### src/rtl/cgmt_pkg.sv
package cgmt_pkg;
  typedef enum logic [2:0] {
    ST_IDLE    = 3'd0,
    ST_RUN     = 3'd1,
    ST_FLUSH   = 3'd2,
    ST_SAVE    = 3'd3,
    ST_RESTORE = 3'd4,
    ST_REFILL  = 3'd5
  } cgmt_state_e;
endpackage

### src/rtl/cgmt_wait_track.sv
// Per-thread parked flags; a thread becomes eligible again on its completion pulse.
module cgmt_wait_track #(
  parameter int NUM_THREADS = 4,
  localparam int TID_W = (NUM_THREADS > 1) ? $clog2(NUM_THREADS) : 1
) (
  input  logic                   clk,
  input  logic                   rst_n,
  input  logic                   park_en_i,
  input  logic [TID_W-1:0]       park_tid_i,
  input  logic [NUM_THREADS-1:0] miss_done_i,
  input  logic [NUM_THREADS-1:0] thread_ready_i,
  output logic [NUM_THREADS-1:0] eligible_o
);
  logic [NUM_THREADS-1:0] parked_q;

  for (genvar i = 0; i < NUM_THREADS; i++) begin : g_thr
    logic park_hit;
    logic upd_en;
    logic parked_d;

    assign park_hit = park_en_i && (park_tid_i == TID_W'(i));
    assign upd_en   = park_hit || miss_done_i[i];
    assign parked_d = park_hit;

    always_ff @(posedge clk or negedge rst_n) begin
      if (!rst_n) begin
        parked_q[i] <= 1'b0;
      end else if (upd_en) begin
        parked_q[i] <= parked_d;
      end
    end

    assign eligible_o[i] = thread_ready_i[i] && !parked_q[i];
  end
endmodule

### src/rtl/cgmt_rr_pick.sv
// Round-robin choice: first eligible thread after the current one, current last.
module cgmt_rr_pick #(
  parameter int NUM_THREADS = 4,
  localparam int TID_W = (NUM_THREADS > 1) ? $clog2(NUM_THREADS) : 1
) (
  input  logic [TID_W-1:0]       cur_tid_i,
  input  logic [NUM_THREADS-1:0] eligible_i,
  output logic                   found_o,
  output logic [TID_W-1:0]       pick_tid_o
);
  logic [TID_W-1:0] idx;

  always_comb begin
    found_o    = 1'b0;
    pick_tid_o = cur_tid_i;
    idx        = cur_tid_i;
    // scan from farthest to nearest so the nearest hit wins
    for (int k = NUM_THREADS; k >= 1; k--) begin
      idx = TID_W'((int'(cur_tid_i) + k) % NUM_THREADS);
      if (eligible_i[idx]) begin
        found_o    = 1'b1;
        pick_tid_o = idx;
      end
    end
  end
endmodule

### src/rtl/cgmt_fsm.sv
// Switch sequencer: run -> flush -> save -> (wait) -> restore -> refill -> run.
module cgmt_fsm
  import cgmt_pkg::*;
#(
  parameter int NUM_THREADS    = 4,
  parameter int PIPE_DEPTH     = 5,
  parameter int SAVE_CYCLES    = 3,
  parameter int RESTORE_CYCLES = 3,
  localparam int TID_W = (NUM_THREADS > 1) ? $clog2(NUM_THREADS) : 1,
  localparam int MAX_A = (PIPE_DEPTH > SAVE_CYCLES) ? PIPE_DEPTH : SAVE_CYCLES,
  localparam int MAX_D = (MAX_A > RESTORE_CYCLES) ? MAX_A : RESTORE_CYCLES,
  localparam int CNT_W = $clog2(MAX_D + 1)
) (
  input  logic             clk,
  input  logic             rst_n,
  input  logic             long_stall_i,
  input  logic             found_i,
  input  logic [TID_W-1:0] pick_tid_i,
  output cgmt_state_e      state_o,
  output logic [TID_W-1:0] tid_o,
  output logic             park_o
);
  cgmt_state_e      state_q, state_d;
  logic [CNT_W-1:0] cnt_q, cnt_d;
  logic [TID_W-1:0] tid_q, tid_d;
  logic             cnt_zero;
  logic             upd_en;

  assign cnt_zero = (cnt_q == '0);

  always_comb begin
    state_d = state_q;
    cnt_d   = cnt_q;
    tid_d   = tid_q;
    park_o  = 1'b0;
    unique case (state_q)
      ST_IDLE: begin
        if (found_i) begin
          state_d = ST_RESTORE;
          cnt_d   = CNT_W'(RESTORE_CYCLES - 1);
          tid_d   = pick_tid_i;
        end
      end
      ST_RUN: begin
        if (long_stall_i) begin
          park_o  = 1'b1;
          state_d = ST_FLUSH;
          cnt_d   = CNT_W'(PIPE_DEPTH - 1);
        end
      end
      ST_FLUSH: begin
        if (cnt_zero) begin
          state_d = ST_SAVE;
          cnt_d   = CNT_W'(SAVE_CYCLES - 1);
        end else begin
          cnt_d = cnt_q - CNT_W'(1);
        end
      end
      ST_SAVE: begin
        if (cnt_zero) begin
          if (found_i) begin
            state_d = ST_RESTORE;
            cnt_d   = CNT_W'(RESTORE_CYCLES - 1);
            tid_d   = pick_tid_i;
          end else begin
            state_d = ST_IDLE;
          end
        end else begin
          cnt_d = cnt_q - CNT_W'(1);
        end
      end
      ST_RESTORE: begin
        if (cnt_zero) begin
          state_d = ST_REFILL;
        end else begin
          cnt_d = cnt_q - CNT_W'(1);
        end
      end
      ST_REFILL: begin
        state_d = ST_RUN;
      end
      default: begin
        state_d = ST_IDLE;
      end
    endcase
  end

  assign upd_en = (state_d != state_q) || (cnt_d != cnt_q) || (tid_d != tid_q);

  always_ff @(posedge clk or negedge rst_n) begin
    if (!rst_n) begin
      state_q <= ST_IDLE;
      cnt_q   <= '0;
      tid_q   <= TID_W'(NUM_THREADS - 1);
    end else if (upd_en) begin
      state_q <= state_d;
      cnt_q   <= cnt_d;
      tid_q   <= tid_d;
    end
  end

  assign state_o = state_q;
  assign tid_o   = tid_q;
endmodule

### src/rtl/cgmt_switch_ctrl.sv
module cgmt_switch_ctrl
  import cgmt_pkg::*;
#(
  parameter int NUM_THREADS    = 4,
  parameter int PIPE_DEPTH     = 5,
  parameter int SAVE_CYCLES    = 3,
  parameter int RESTORE_CYCLES = 3,
  localparam int TID_W = (NUM_THREADS > 1) ? $clog2(NUM_THREADS) : 1
) (
  input  logic                   clk,
  input  logic                   rst_n,
  input  logic                   long_stall_i,
  input  logic                   short_stall_i,
  input  logic [NUM_THREADS-1:0] thread_ready_i,
  input  logic [NUM_THREADS-1:0] miss_done_i,
  output logic [TID_W-1:0]       active_tid_o,
  output logic                   flush_o,
  output logic                   fetch_en_o,
  output logic                   ctx_save_o,
  output logic                   ctx_restore_o
);
  cgmt_state_e            state;
  logic [TID_W-1:0]       tid;
  logic                   park;
  logic [NUM_THREADS-1:0] eligible;
  logic                   found;
  logic [TID_W-1:0]       pick_tid;

  cgmt_wait_track #(.NUM_THREADS(NUM_THREADS)) u_wait (
    .clk            (clk),
    .rst_n          (rst_n),
    .park_en_i      (park),
    .park_tid_i     (tid),
    .miss_done_i    (miss_done_i),
    .thread_ready_i (thread_ready_i),
    .eligible_o     (eligible)
  );

  cgmt_rr_pick #(.NUM_THREADS(NUM_THREADS)) u_pick (
    .cur_tid_i  (tid),
    .eligible_i (eligible),
    .found_o    (found),
    .pick_tid_o (pick_tid)
  );

  cgmt_fsm #(
    .NUM_THREADS    (NUM_THREADS),
    .PIPE_DEPTH     (PIPE_DEPTH),
    .SAVE_CYCLES    (SAVE_CYCLES),
    .RESTORE_CYCLES (RESTORE_CYCLES)
  ) u_fsm (
    .clk          (clk),
    .rst_n        (rst_n),
    .long_stall_i (long_stall_i),
    .found_i      (found),
    .pick_tid_i   (pick_tid),
    .state_o      (state),
    .tid_o        (tid),
    .park_o       (park)
  );

  assign active_tid_o  = tid;
  assign fetch_en_o    = (state == ST_RUN) && !short_stall_i;
  assign flush_o       = (state == ST_FLUSH);
  assign ctx_save_o    = (state == ST_SAVE);
  assign ctx_restore_o = (state == ST_RESTORE);
endmodule

### config.mk
export PLATFORM = sky130hd
export DESIGN_NAME = cgmt_switch_ctrl
export DESIGN_NICKNAME = d
export VERILOG_FILES = /design/src/rtl/cgmt_pkg.sv /design/src/rtl/cgmt_wait_track.sv /design/src/rtl/cgmt_rr_pick.sv /design/src/rtl/cgmt_fsm.sv /design/src/rtl/cgmt_switch_ctrl.sv
export SDC_FILE = /design/constraint.sdc
export NUM_CORES = 1
export LEC_CHECK = 0
export CORE_MARGIN = 1.5
export CORE_UTILIZATION = 35
export CTS_BUF_LIST = sky130_fd_sc_hd__clkbuf_16
export CTS_CLUSTER_DIAMETER = 120
export DETAILED_ROUTE_END_ITERATION = 12
export DONT_BUFFER_PORTS = 1
export SLEW_MARGIN = 25
export SYNTH_ARGS = -nofsm -noshare
export SYNTH_HDL_FRONTEND = slang
export SYNTH_HIERARCHICAL = 1
export SYNTH_SLANG_ARGS = --single-unit
### constraint.sdc
create_clock -name clk -period 1.6 [get_ports clk]
set_clock_uncertainty 0.1 [all_clocks]
set_input_delay 0.08 -clock clk [delete_from_list [all_inputs] [get_ports clk]]
set_output_delay 0.08 -clock clk [all_outputs]
set_load 0.05 [all_outputs]
* Yosys cells after proc, flatten, opt, wreduce, memory -nomap -nowiden *
Index checks and enable logic that the tools add are counted.

storage, ports and cells
  register bits = 12
  input bits = 12
  output and inout port bits = 6
  word-level logic and storage cells = 84

cells by class
  $add $sub $neg = 5
  magnitude comparators = 4
  equality and inequality tests = 11
  muxes and demuxes = 34
  reductions and logical operators = 23

operators by type and width
  operator               number
  $mux W3                11
  $pmux W3 S6            1
  $pmux W3 S5            1
  $lt A2 B3 Y1 const B   4
  $mux W2                6
  $mux W1                10
  $logic_and A1 B1 Y1    9
  $bmux W1 S2            4
  $eq A3 B2 Y1 const B   2
  $eq A3 B3 Y1 const B   2
  $logic_not A3 Y1       2
  $logic_or A1 B1 Y1     6
  $ne A3 B3 Y1           2
  $logic_not A1 Y1       5
  $add A2 B1 Y2 const B  2
  $add A2 B2 Y2 const B  2
  $eq A2 B2 Y1 const B   2
  $pmux W2 S2            1
  $eq A3 B1 Y1 const B   1
  $sub A3 B1 Y3 const B  1
  $eq A2 B1 Y1 const B   1
  $logic_not A2 Y1       1
  $ne A2 B2 Y1           1

* Longest topological paths before layout *
Gate-level depths: netlist of the first run.

  depth in word-level cells = 14
  mapped depth = 8
  depth with buffers taken out = 8

* Modules after synthesis *
The synthesis of the first run kept the hierarchy.

modules (own cells, without submodules)
  module            times used  cells an instance  area an instance (sq um)  sequential area each (sq um)
  cgmt_fsm          1           70                 625.6                     202.7
  cgmt_wait_track   1           19                 201.4                     100.1
  cgmt_rr_pick      1           14                 82.6                      0.0
  cgmt_switch_ctrl  1           4                  38.8                      0.0

* Worst setup path before layout of the first run *
Ideal clock, no wire load.

  kind = register to output
  from = reg u_fsm.state_q[1] (netlist: u_fsm/state_o[1])
  to = out flush_o
  arrival = 1.700 ns
  required time = 1.420 ns
  slack = -0.280 ns
  stages on the path, launching flop included = 2
  buffers on the path = 0
  cell sequence = dfrtp_1 > nor3b_1

between the ends
  longest elaborated chain between the ends = 1

ends and longest elaborated chain
  what                      RTL line                source
  start: declaration        cgmt_fsm.sv:23          cgmt_state_e state_q, state_d;
  start signal: assignment  cgmt_fsm.sv:96          state_q <= state_d;
  $eq A3 B2 Y1              cgmt_switch_ctrl.sv:64  assign flush_o = (state == ST_FLUSH);
  end: declaration          cgmt_switch_ctrl.sv:17  output logic flush_o,

No other way between the ends.

* Worst setup path in the final report of the first run *
  from = reg u_wait.parked_q[2]
  to = reg u_fsm.cnt_q[1]

between the ends
  longest elaborated chain between the ends = 14
  elaborated cells between the ends (all ways) = 33
  those cells by class = eq/ne: 3; mux: 26; reduce/logical: 4

ends and longest elaborated chain
  what                                        RTL line                        source
  start: declaration                          cgmt_wait_track.sv:14           logic [NUM_THREADS-1:0] parked_q;
  start signal: indexed assignment            cgmt_wait_track.sv:29           parked_q[i] <= parked_d;
  $logic_not A1 Y1 (*)                        cgmt_wait_track.sv:33           assign eligible_o[i] = thread_ready_i[i] && !parked_q[i];
  $logic_and A1 B1 Y1 (*)                     cgmt_wait_track.sv:33
  named net eligible[2]                       cgmt_switch_ctrl.sv:25          logic [NUM_THREADS-1:0] eligible;
  $bmux W1 S2                                 cgmt_rr_pick.sv:20              if (eligible_i[idx]) begin
  $mux W1 (implied by the code)               cgmt_rr_pick.sv:20
  $mux W1 (3 in series)                       cgmt_rr_pick.sv:20
  $mux W1 (*)                                 cgmt_rr_pick.sv:20
  named net found                             cgmt_switch_ctrl.sv:26          logic found;
  $mux W3, on equally long branches           cgmt_fsm.sv:61, cgmt_fsm.sv:38
  $mux W3                                     cgmt_fsm.sv:60                  if (cnt_zero) begin
  $pmux W3 S6 or $pmux W3 S5 (tied branches)  cgmt_fsm.sv:36                  unique case (state_q)
  $ne A3 B3 Y1                                cgmt_fsm.sv:88                  assign upd_en = (state_d != state_q) || (cnt_d != cnt_q) || (tid_d != tid_q);
  $logic_or A1 B1 Y1 (2 in series)            cgmt_fsm.sv:88
  end signal: assignment                      cgmt_fsm.sv:97                  cnt_q <= cnt_d;
  end: declaration                            cgmt_fsm.sv:24                  logic [CNT_W-1:0] cnt_q, cnt_d;

Mark *: on every way through the listed nets, which the timed path passes. The rest lies on a longest branch. The select of a mux whose other input is x is not followed.
A chain may end at the register's enable or synchronous reset.

==> summary by stage, run 1 <==
Setup path
For the worst setup path, the data required time is 1.62 ns. Among all stages on the critical path, the largest delay is contributed by sky130_fd_sc_hd__or4_4. On the worst path, the slowest cell contributes a delay of 0.58 ns. The worst setup path is captured at a flop.

At the worst endpoint, the arrival time is 1.73 ns. On the critical path the largest part of the delay comes from simple AND/OR/NAND/NOR gates. The critical path goes through nor2b_2, or4_4, maj3_2, a21oi_2, a21oi_1.

The worst setup path is launched from a flop. The count of buffer and inverter cells on the critical path is 0. The critical path is of the reg -> reg type. The maximum fanout along the worst path is 6.

STA
The slew at the pin closest to its max-slew limit is 0.575 ns. Setup slack on the critical path of the routed design comes to -0.116 ns. The max-slew violation total from the final report is 0. Measured against its own limit, the worst slew margin works out to 0.615. The final-report hold violation count came to 0. The final number of setup-violating endpoints is 6. Across all hold checks on the routed design, the worst slack comes to 0.0157 ns.

The time the worst path needs with I/O delays and setup is 1.72 ns. For this run, the top clock speed supported by timing is 0.583 GHz. Setup repair after global routing could not meet its margin everywhere. The portion of the clock cycle consumed by the worst path in the final layout is 1.07.

Synthesis
In this run, synthesis produced a sequential element count of 12. The fraction of the yosys area taken by sequential cells is 0.319. The area share of the leading cell type in the synthesized netlist is 0.264.

Yosys mapped a number of flops with a built-in enable equal to 0. The average footprint of a synthesized cell is 8.86 sq um. Summed over all instances, the cell type with the most area after synthesis is sky130_fd_sc_hd__dfrtp_1. The cell area after technology mapping is 948 sq um. The number of nets in the synthesized netlist is 122. In the synthesized netlist the async set-or-reset flop fraction comes to 1.00. Synthesis produced a netlist whose cell count is 107. Ranked by total cell area, the synthesized netlist is headed by sky130_fd_sc_hd__dfrtp_1, sky130_fd_sc_hd__inv_1, sky130_fd_sc_hd__dfstp_2, sky130_fd_sc_hd__mux2i_1, sky130_fd_sc_hd__ha_1. The commonest cells after synthesis are sky130_fd_sc_hd__inv_1, sky130_fd_sc_hd__dfrtp_1, sky130_fd_sc_hd__nor2_1. During synthesis, Yosys emitted a total of 6 warnings. The most common cell in the synthesized netlist is sky130_fd_sc_hd__inv_1.

The number of library cell types mapped by synthesis is 42. Among all flip-flop cells after synthesis, the most frequent one is sky130_fd_sc_hd__dfrtp_1.

Global routing
The overall fraction of global-route tracks in use is 0.191. The first global-routing pass estimated 4020 microns of wire. After global routing the overflow that remains totals 0. The pin count of the biggest net entering global routing is 13. The initial antenna violation count came to 0. For met3 alone, demand over resource in global routing was 0.0349. met2 is the most crowded layer. For this run, global-route usage on met2 was measured as 0.347. The number of global-route vias before repair was 935. The met1 track utilization from global routing is 0.211.

Placed design
The final RePlAce weighted congestion is 0.848. The count of input and output buffers is 0. The half-perimeter wire length after detailed placement is 1770 microns. Before CTS, the worst setup slack after placement is -0.110 ns. Including well taps, the total number of placed cells is 155.

Clocking
The root cell of the clock tree is sky130_fd_sc_hd__clkbuf_16. CTS built an H-tree with a depth of 1. Clock-pin slew was measured on the worst setup and hold paths at 0.05 ns. The clock network latency to the later pin of the worst-skew pair is 0.24 ns.

No sink is reached through more buffers than the 2 on the longest clock path. TritonCTS built the clock tree. TritonCTS created 3 clock buffers. The tree built by TritonCTS fans out to 12 sinks.

Status
The run finished, with violations left. The checks that failed: negative setup slack.

Power
The worst-case IR drop observed on VDD is 1080 uV. The sequential share of power is 0.217. The share of power burned in combinational logic is 0.618. Of the total power, the clock network draws 0.166. The switching part of the total is 0.429. The cell leakage power is 0.603 nW. The power density of the placed cells is 2060 nW/um^2. The total net switching power is 0.00119 W. The internal power is 0.00159 W.

Finish
The net count of the finished layout is 152. The ratio of cells with drive above 1 in the final layout is 0.404. Compared with the post-synthesis result, the final layout area differs by 41.8%. The count of fill cells added during filler insertion is 234. After the flow finishes, the layout carries non-filler instances totaling 166. The repair_antennas step left the layout with diodes totalling 0.

Routing
The first routing iteration left 23 violations. After detailed routing, the average wire length per cell comes to 14.8 microns. The total detailed-routing wirelength is 2460 microns. Detailed routing inserted a total of 904 vias. The pre-antenna-repair detailed-routing pass consisted of 4 iterations. In the routed layout, each cell is associated on average with a via count of 5.45. After detailed routing, the number of remaining DRC violations is 0. The count of nets left with antenna violations once routing finished came out at 0.

Floorplan
The die is 55.1 microns tall. The x dimension of the die is 55.1 microns. The full die area is 3030 sq um. The effective utilization at floorplan is 0.376. The number of top-level design ports is 18. The floorplan core area is 2520 sq um. The initialized floorplan defines 18 standard-cell rows.

Hold path
The min-delay analysis places its worst path in the category in -> reg.

Flow run
Across the run, the number of max-cap violations was 0.
-- cells in the final DEF, fill, tap and decap left out, types with 5 or more instances in the layout --
cell type                       instances
sky130_fd_sc_hd__inv_1                 14
sky130_fd_sc_hd__dlygate4sd3_1          6
sky130_fd_sc_hd__buf_4                 21
sky130_fd_sc_hd__o22ai_1                5
sky130_fd_sc_hd__dfrtp_1               10
sky130_fd_sc_hd__a21oi_1                6
sky130_fd_sc_hd__nor2_1                10
-- power groups by stage --
stage                     Sequential, W  Combinational (W)  Clock [W]
final                          0.000601            0.00171   0.000460
after CTS                      0.000599            0.00170   0.000476
after global routing           0.000625            0.00187   0.000486
after detailed placement       0.000601            0.00163          0
after global placement         0.000596            0.00159          0
after floorplan                0.000703            0.00105          0
-- worst register-to-register path, stage by stage (launching register included) --
cell and delay, ns:
sky130_fd_sc_hd__dfrtp_1 0.35, sky130_fd_sc_hd__nor2b_2 0.06, sky130_fd_sc_hd__or4_4 0.58, sky130_fd_sc_hd__maj3_2 0.33, sky130_fd_sc_hd__a21oi_2 0.11, sky130_fd_sc_hd__a21oi_1 0.05
-- area by class of cell --
type	count	area, sq um	area share
Clock buffer	3	75.1	0.0558
Sequential cell	12	307	0.228
Multi-Input combinational cell	77	628	0.467
Clock inverter	1	3.75	0.00279
Timing Repair Buffer	28	238	0.177
Tap cell	30	37.5	0.0279
Inverter	15	56.3	0.0419
-- metal layers --
layer  wire length (microns)  vias up
met3                     119        7
li1                        -      440
met5                       0        -
met1                    1060      429
met4                      56        0
met2                    1220       28
-- flip-flops by register name (all words and copies together), names as in the netlist --
signal,flops
u_fsm/cnt_q,3
u_fsm/state_o,3
u_fsm/tid_o,2
u_wait/parked_q,4
-- per-stage QoR --
| stage | util | power (W) | area [sq um] | setup TNS [ns] |
|---|---|---|---|---|
| floorplan | - | 0.00175 | 987 | -0.112 |
| global placement | 0.463 | 0.00219 | 1170 | -0.213 |
| detailed placement | 0.463 | 0.00223 | 1170 | -0.324 |
| CTS | 0.526 | 0.00278 | 1330 | -0.464 |
| global route | 0.533 | 0.00298 | 1350 | -1.03 |
| finish | 0.533 | 0.00278 | 1350 | -0.408 |
-- cell families (layout without fill, tap and decap cells) --
group | count (synthesis) | in the layout | share of synthesized area
AO/OA/AOI/OAI | 30 | 30 | 0.244
adder cells (fa/ha/maj) | 4 | 4 | 0.0501
buffers and inverters | 18 | 47 | 0.0884
flip-flops | 12 | 12 | 0.319
multiplexers | 4 | 4 | 0.0422
AND/OR/NAND/NOR | 39 | 39 | 0.256
-- repair_timing --
action,in CTS,in global routing
buffers inserted,0,1
hold buffers,6,0
resized for setup,5,5
endpoints found under the setup margin,8,11
hold endpoints to repair,17,0
pin swaps,2,2
-- path summary, 6_finish.rpt --
kind	from	end	slack [ns]	cells past startpoint
max	u_wait/parked_q[2]$_DFFE_PN0P_	u_fsm/cnt_q[1]$_DFFE_PN0P_	-0.12	5
min	long_stall_i	u_fsm/state_o[0]$_DFFE_PN0P_	0.02	2
max reg2reg	u_wait/parked_q[2]$_DFFE_PN0P_	u_fsm/cnt_q[1]$_DFFE_PN0P_	-0.12	5
min reg2reg	u_fsm/cnt_q[1]$_DFFE_PN0P_	u_fsm/cnt_q[1]$_DFFE_PN0P_	0.45	2
max in group asynchronous	rst_n	u_fsm/state_o[0]$_DFFE_PN0P_	0.84	1
min in group asynchronous	rst_n	u_wait/parked_q[0]$_DFFE_PN0P_	0.18	1
(Power assumes the default switching activity.)
==> inputs of run 2 (changes only) <==
--- a/config.mk
+++ b/config.mk
@@ -6,13 +6,15 @@
 export NUM_CORES = 1
 export LEC_CHECK = 0
 export CORE_MARGIN = 1.5
-export CORE_UTILIZATION = 35
+export CORE_UTILIZATION = 55
 export CTS_BUF_LIST = sky130_fd_sc_hd__clkbuf_16
 export CTS_CLUSTER_DIAMETER = 120
 export DETAILED_ROUTE_END_ITERATION = 12
 export DONT_BUFFER_PORTS = 1
+export PLACE_DENSITY = 0.73
 export SLEW_MARGIN = 25
 export SYNTH_ARGS = -nofsm -noshare
 export SYNTH_HDL_FRONTEND = slang
 export SYNTH_HIERARCHICAL = 1
 export SYNTH_SLANG_ARGS = --single-unit
+export TNS_END_PERCENT = 50
==> run 2 against run 1 <==
- the flow finishes with violations (design-rule violations, negative setup slack)
- die area fell by 35%
- clock power rose by 3%
- sequential power rose by 7.7%
- combinational power rose by 4%
- power rose by 4.5%
- first-iteration DRC count rose to 2.7 times the previous value
- cell area fell by 1.8%
- global-route usage rose by 13 points
- largest power group unchanged
==> summary by stage, run 2 (synthesis results as in run 1) <==
Status
The flow ran to the end, but the final reports show violations. The final reports fail on design-rule violations, negative setup slack.

Setup path
The critical path startpoint category is a flop. The endpoint required time on the critical path is 1.62 ns (about the same). The path depth of the worst reg2reg path is 6 (+1). The worst path arrival time was 1.78 ns (+0.05 ns). The maximum fanout along the worst path is 6 (unchanged). The critical path is of the reg -> reg type. The endpoint identified for the worst register-to-register timing path is u_fsm/cnt_q[1]$_DFFE_PN0P_. The worst setup path is captured at a flop. In this run the critical register-to-register path is launched from u_wait/parked_q[2]$_DFFE_PN0P_. The register-to-register path setup slack was -0.16 ns (-0.04 ns).

STA
The final hold slack is 0.0851 ns (+0.0693 ns). The maximum frequency from static timing analysis is 0.568 GHz (-2.5%). Setup repair after global routing could not meet its margin everywhere. The portion of the clock cycle consumed by the worst path in the final layout is 1.10 (+0.0270). The time the worst path needs with I/O delays and setup is 1.76 ns (+0.0432 ns). The max-slew violation total from the final report is 0 (unchanged). The slack of the critical path came to -0.159 ns (-0.0432 ns).

The slew at the pin closest to its max-slew limit was 0.551 ns (-0.0247 ns). The final-report hold violation count was 0 (unchanged). The final number of setup-violating endpoints came to 6 (unchanged). The headroom to the max-slew limit is 0.632 (+0.0165).

Finish
The count of fill cells added during filler insertion is 80 (-66%). The ratio of cells with drive above 1 in the final layout is 0.449 (+0.0441). The utilization after layout is 0.848 (+0.314). The register with the most flip-flops is u_wait/parked_q. The number of standard cells in the layout, taps in and fillers out is 152 (-8.4%). The area of all placed cells without fillers is 1320 sq um (-1.8%).

The flip-flop count of the largest register after layout is 4 (unchanged). The number of inserted diodes was 0 (unchanged). The library cells used most frequently in the layout, excluding fill and tap cells, are sky130_fd_sc_hd__buf_4, sky130_fd_sc_hd__inv_1, sky130_fd_sc_hd__nor2_1, sky130_fd_sc_hd__dfrtp_1, sky130_fd_sc_hd__dlygate4sd3_1.

The count of nets after finishing was 152 (unchanged). The most common library cell in the layout ignoring fill and taps is sky130_fd_sc_hd__buf_4. Compared with the post-synthesis result, the final layout area differs by 39.3%.

Global routing
The initial antenna violation count is 0 (unchanged). The met3 usage in global routing is 0.0776 (+0.0426). The overall fraction of global-route tracks in use was 0.320 (+0.129). The pin count of the biggest net entering global routing is 13 (unchanged). The number of global-route vias before repair is 907 (-3.0%). The met1 track utilization from global routing is 0.411 (+0.199).

The residual overflow from global routing was 0 (unchanged). The most used routing layer in global routing is met2. The wire length of the first global-routing pass is 4470 microns (+11%).

The met2 routing resource usage after global routing is 0.516 (+0.169).

Floorplan
The floorplan core area came to 1560 sq um (-38%). The effective utilization at floorplan is 0.608 (+0.232). The x dimension of the die is 44.5 microns (-19%).

The number of top-level design ports is 18 (unchanged). The die outline height came to 44.5 microns (-19%). The full die area is 1980 sq um (-35%). The row count was 14 (-4).

Clocking
The root cell of the clock tree is sky130_fd_sc_hd__clkbuf_16. The number of CTS-inserted buffers was 3 (unchanged). The total number of clock tree sinks was 12 (unchanged). The number of buffers on the longest clock path was 2 (unchanged). The total number of H-tree levels came to 1 (unchanged).

The clock network latency to the later pin of the worst-skew pair is 0.25 ns (about the same). TritonCTS built the clock tree. The clock slew seen by the registers of the worst setup and hold paths is 0.05 ns (about the same).

Hold path
The startpoint identified for the worst hold timing path is long_stall_i. The path type of the worst min-delay path is in -> reg. The number of cells traversed by the worst hold path is 3 (+1).

The worst hold path terminates at u_fsm/cnt_q[2]$_DFFE_PN0P_.

Routing
The number of remaining DRC errors is 3 (+3). The total detailed-routing wirelength is 2870 microns (+17%). The number of routed nets with antenna violations was 0 (unchanged). The mean routed wirelength per cell was 18.9 microns (+28%). The detailed-router iteration count before antenna repair is 8 (+4). The average via count per standard cell is 6.43 (+18%). The via total after detailed routing was 978 (+8.2%). The DRC marker count from the first detailed-route iteration was 62 (+170%).

Placed design
The number of placed instances with taps included came to 140 (-9.7%). The half-perimeter wire length after detailed placement was 1760 microns (-0.49%). The standard cell area after detailed placement is 1120 sq um (-4.2%). The final RePlAce weighted congestion is 0.883 (+4.1%). The count of input and output buffers was 0 (unchanged).

Power
The power density of the placed cells came to 2200 nW/um^2 (+6.4%). The peak supply drop is 1350 uV (+25%). The total power came to 0.00290 W (+4.5%). The cell leakage power was 0.595 nW (-1.3%).

Flow run
The number of max-cap violations was 0 (unchanged).
==> run 2: cell counts in the layout (fill, tap and decap cells not counted) <==
Identical to the previous run, type by type.
==> run 2: worst max-delay path: stages (launching register included) <==
cell and delay (ns):
sky130_fd_sc_hd__dfrtp_1 0.37, sky130_fd_sc_hd__nor2b_2 0.06, sky130_fd_sc_hd__or4_4 0.59, sky130_fd_sc_hd__inv_2 0.11
sky130_fd_sc_hd__a21boi_1 0.09, sky130_fd_sc_hd__o22ai_1 0.23, sky130_fd_sc_hd__a21oi_2 0.08
==> run 2: report_power, final <==
| part | internal (W) | switching (W) | leakage, nW |
|---|---|---|---|
| Combinational | 0.000810 | 0.000971 | 0.406 |
| Clock | 0.000330 | 0.000144 | 0.0423 |
| Sequential | 0.000457 | 0.000190 | 0.147 |
| Total | 0.00160 | 0.00130 | 0.595 |
==> run 2: cell type report <==
cell class	count	area [sq um]	area share
Multi-Input combinational cell	77	631	0.477
Sequential cell	12	310	0.235
Timing Repair Buffer	28	225	0.170
Clock buffer	3	75.1	0.0568
Inverter	15	56.3	0.0426
Tap cell	16	20.0	0.0152
Clock inverter	1	3.75	0.00284
==> run 2: layer usage <==
| layer | vias up | share of wire |
|---|---|---|
| li1 | 438 | - |
| met1 | 461 | 0.39 |
| met2 | 64 | 0.48 |
| met3 | 15 | 0.084 |
| met4 | 0 | 0.042 |
| met5 | - | 0 |
==> run 2: through the flow <==
| stage | TNS, ns | worst slack (ns) |
|---|---|---|
| CTS | -0.389 | -0.115 |
| detailed placement | -0.386 | -0.143 |
| global route | -0.806 | -0.175 |
| floorplan | -0.172 | -0.0926 |
| global placement | -0.205 | -0.109 |
| finish | -0.566 | -0.159 |
==> run 2: repair_timing <==
| item | 4_1_cts | 5_1_grt |
|---|---|---|
| pin swaps | 4 | 8 |
| resized for setup | 8 | 10 |
| hold endpoints to repair | 18 | 0 |
| buffers inserted | 0 | 2 |
| hold buffers | 6 | 0 |
| endpoints found under the setup margin | 8 | 9 |
| cloned | 0 | 0 |
==> run 2: worst max-delay path by stage <==
stage / startpoint / endpoint / slack [ns] / cells past startpoint
floorplan: u_fsm/tid_o[1]$_DFFE_PN1P_ / u_fsm/tid_o[0]$_DFFE_PN1P_ / -0.09 / 6
global placement: u_wait/parked_q[0]$_DFFE_PN0P_ / u_fsm/cnt_q[2]$_DFFE_PN0P_ / -0.11 / 6
detailed placement: u_wait/parked_q[0]$_DFFE_PN0P_ / u_fsm/cnt_q[2]$_DFFE_PN0P_ / -0.14 / 6
CTS: u_wait/parked_q[3]$_DFFE_PN0P_ / u_fsm/cnt_q[1]$_DFFE_PN0P_ / -0.12 / 5
global route: u_wait/parked_q[2]$_DFFE_PN0P_ / u_fsm/cnt_q[1]$_DFFE_PN0P_ / -0.18 / 5
finish: u_wait/parked_q[2]$_DFFE_PN0P_ / u_fsm/cnt_q[1]$_DFFE_PN0P_ / -0.16 / 6
==> inputs of run 3 (changes only) <==
==> constraint.sdc (replaced) <==
create_clock -name clk -period 1.6 [get_ports clk]
set_clock_uncertainty 0.1 [all_clocks]
set_input_delay 0.16 -clock clk [delete_from_list [all_inputs] [get_ports clk]]
set_output_delay 0.16 -clock clk [all_outputs]
set_load 0.01 [all_outputs]
==> run 3 against run 2 <==
- combinational power decreased by 4%
- the run still ends with design-rule violations, negative setup slack left
- wire length decreased by 3.8%
- sequential cell count unchanged
- non-clock buffer count decreased by 1
- fmax increased by 1.1%
- power decreased by 3.9%
- largest cell class unchanged
- via count decreased by 4.6%
- worst hold slack got worse by 0.011 ns
==> summary by stage, run 3 (synthesis results as in run 1) <==
Clocking
The number of CTS-inserted buffers was 3 (unchanged). The number of buffers on the longest clock path is 2 (unchanged). The clock network latency to the later pin of the worst-skew pair is 0.24 ns (about the same). The clock slew seen by the registers of the worst setup and hold paths was 0.05 ns (about the same). The total number of clock tree sinks was 12 (unchanged). The total number of H-tree levels is 1 (unchanged). The tree is rooted in a sky130_fd_sc_hd__clkbuf_16. The clock tree from TritonCTS is done.

STA
The slack of the critical path is -0.140 ns (+0.0191 ns). Setup repair after global routing could not meet its margin everywhere. The final-report hold violation count was 0 (unchanged). The time the worst path needs with I/O delays and setup is 1.74 ns (-0.0191 ns). The final number of setup-violating endpoints is 6 (unchanged).

The setup TNS was -0.481 ns (+0.0846 ns). The max-slew violation total from the final report is 0 (unchanged). The headroom to the max-slew limit is 0.588 (-0.0438).

The portion of the clock cycle consumed by the worst path in the final layout was 1.09 (-0.0119). The slew at the pin closest to its max-slew limit is 0.616 ns (+0.0655 ns). The maximum frequency from static timing analysis is 0.575 GHz (+1.1%).

Power
The peak supply drop came to 1310 uV (-3.0%). The cell leakage power came to 0.582 nW (-2.2%). The power density of the placed cells is 2110 nW/um^2 (-3.9%).

Placed design
The standard cell area after detailed placement is 1090 sq um (-2.8%). The count of input and output buffers is 0 (unchanged). The half-perimeter wire length after detailed placement is 1740 microns (-1.2%). The final RePlAce weighted congestion was 0.870 (-1.4%). The number of placed instances with taps included is 138 (-1.4%).

Hold path
The path type of the worst min-delay path is in -> reg. For hold timing, the worst endpoint is u_fsm/state_o[1]$_DFFE_PN0P_. The worst min-delay path startpoint is long_stall_i. The number of cells traversed by the worst hold path is 2 (-1).

Finish
The ratio of cells with drive above 1 in the final layout came to 0.444 (-0.00408). The post-synthesis to final-layout area growth was 39.3% (unchanged). The number of standard cells in the layout, taps in and fillers out is 151 (-0.66%).

The flip-flop count of the largest register after layout was 4 (unchanged). The count of nets after finishing is 151 (-0.66%). The utilization after layout was 0.848 (unchanged). The number of inserted diodes is 0 (unchanged).

The top cell types in the final layout, fill and taps aside, are sky130_fd_sc_hd__buf_4, sky130_fd_sc_hd__inv_1, sky130_fd_sc_hd__nor2_1, sky130_fd_sc_hd__dfrtp_1. The most common library cell in the layout ignoring fill and taps is sky130_fd_sc_hd__buf_4. The area of all placed cells without fillers is 1320 sq um (unchanged). The register with the most flip-flops is u_wait/parked_q.

Floorplan
The effective utilization at floorplan is 0.608 (unchanged). The floorplan core area came to 1560 sq um (unchanged). The number of top-level design ports is 18 (unchanged). The row count came to 14 (unchanged). The full die area is 1980 sq um (unchanged). The die outline height is 44.5 microns (unchanged). The x dimension of the die is 44.5 microns (unchanged).

Global routing
The initial antenna violation count is 0 (unchanged). The wire length of the first global-routing pass was 4190 microns (-6.3%). The overall fraction of global-route tracks in use came to 0.295 (-0.0250).

The residual overflow from global routing is 0 (unchanged). The pin count of the biggest net entering global routing is 13 (unchanged). The number of global-route vias before repair is 938 (+3.4%).

Status
The final reports fail on design-rule violations, negative setup slack. The flow ran to the end, but the final reports show violations.

Routing
The mean routed wirelength per cell is 18.3 microns (-3.2%). The average via count per standard cell is 6.18 (-4.0%). The number of routed nets with antenna violations is 0 (unchanged). The number of remaining DRC errors is 1 (-2). The detailed-router iteration count before antenna repair is 8 (unchanged). The DRC marker count from the first detailed-route iteration is 28 (-55%). The total detailed-routing wirelength came to 2760 microns (-3.8%). The via total after detailed routing is 933 (-4.6%).

Setup path
The maximum fanout along the worst path is 6 (unchanged). The origin of the critical flop-to-flop path is u_wait/parked_q[3]$_DFFE_PN0P_. The endpoint required time on the critical path is 1.62 ns (about the same).

The path depth of the worst reg2reg path is 5 (-1). The critical path is of the reg -> reg type. The worst path arrival time is 1.76 ns (-0.02 ns). The register-to-register path setup slack is -0.14 ns (+0.02 ns). The endpoint of the worst-slack reg-to-reg timing path is u_fsm/cnt_q[1]$_DFFE_PN0P_. The most critical setup path has its startpoint at u_wait/parked_q[3]$_DFFE_PN0P_. The type of destination of the critical path is a flop. The critical path startpoint category is a flop.

Flow run
The number of max-cap violations is 0 (unchanged).
-- run 3: layer usage --
layer,share of wire,track usage
met5,0,0
met4,0.014,0.121
met3,0.043,0.0367
met2,0.52,0.533
met1,0.42,0.345
-- run 3: where the power goes --
group | switching, W | total, W | internal, W | leakage [nW]
clock network | 0.000136 | 0.000466 | 0.000330 | 0.0385
logic | 0.000839 | 0.00170 | 0.000863 | 0.394
registers | 0.000175 | 0.000619 | 0.000444 | 0.149
total | 0.00115 | 0.00279 | 0.00164 | 0.582
-- run 3: worst max path at each step --
stage,endpoint,slack (ns),cells after the start
final,u_fsm/cnt_q[1]$_DFFE_PN0P_,-0.14,5
after floorplan,u_fsm/cnt_q[1]$_DFFE_PN0P_,-0.02,5
after global routing,u_fsm/cnt_q[0]$_DFFE_PN0P_,-0.19,5
after global placement,u_fsm/cnt_q[1]$_DFFE_PN0P_,-0.03,5
after CTS,u_fsm/cnt_q[1]$_DFFE_PN0P_,-0.08,5
after detailed placement,u_fsm/cnt_q[1]$_DFFE_PN0P_,-0.06,5
-- run 3: layout make-up --
type / instances / area [sq um]
clock buffer: 3 / 75.1
clock inverter: 1 / 3.75
fill: 93 / 238
inverter: 15 / 56.3
multi-input combinational: 77 / 647
sequential: 12 / 304
tap: 16 / 20.0
timing repair buffer: 27 / 215
-- run 3: stage by stage --
step	setup WS [ns]	hold slack, ns	power (W)
4_1_cts	-0.0845	0.0136	0.00252
3_5_place_dp	-0.0638	-0.235	0.00197
5_1_grt	-0.193	0.0643	0.00295
6_report	-0.140	0.0737	0.00279
3_3_place_gp	-0.0339	-0.235	0.00191
2_1_floorplan	-0.0159	-0.236	0.00155
-- run 3: repair_timing --
item	CTS	global route
pin swaps	3	6
resized for setup	6	14
endpoints found under the setup margin	6	11
endpoints found under the hold margin	16	0
setup buffers	3	1
hold buffers	5	0
-- run 3: worst max-delay path: stages (launching register included) --
cell and delay, ns:
sky130_fd_sc_hd__dfrtp_1 0.37, sky130_fd_sc_hd__nor2b_2 0.06, sky130_fd_sc_hd__or4_4 0.59, sky130_fd_sc_hd__maj3_2 0.34
sky130_fd_sc_hd__a21oi_2 0.14, sky130_fd_sc_hd__a21oi_2 0.04
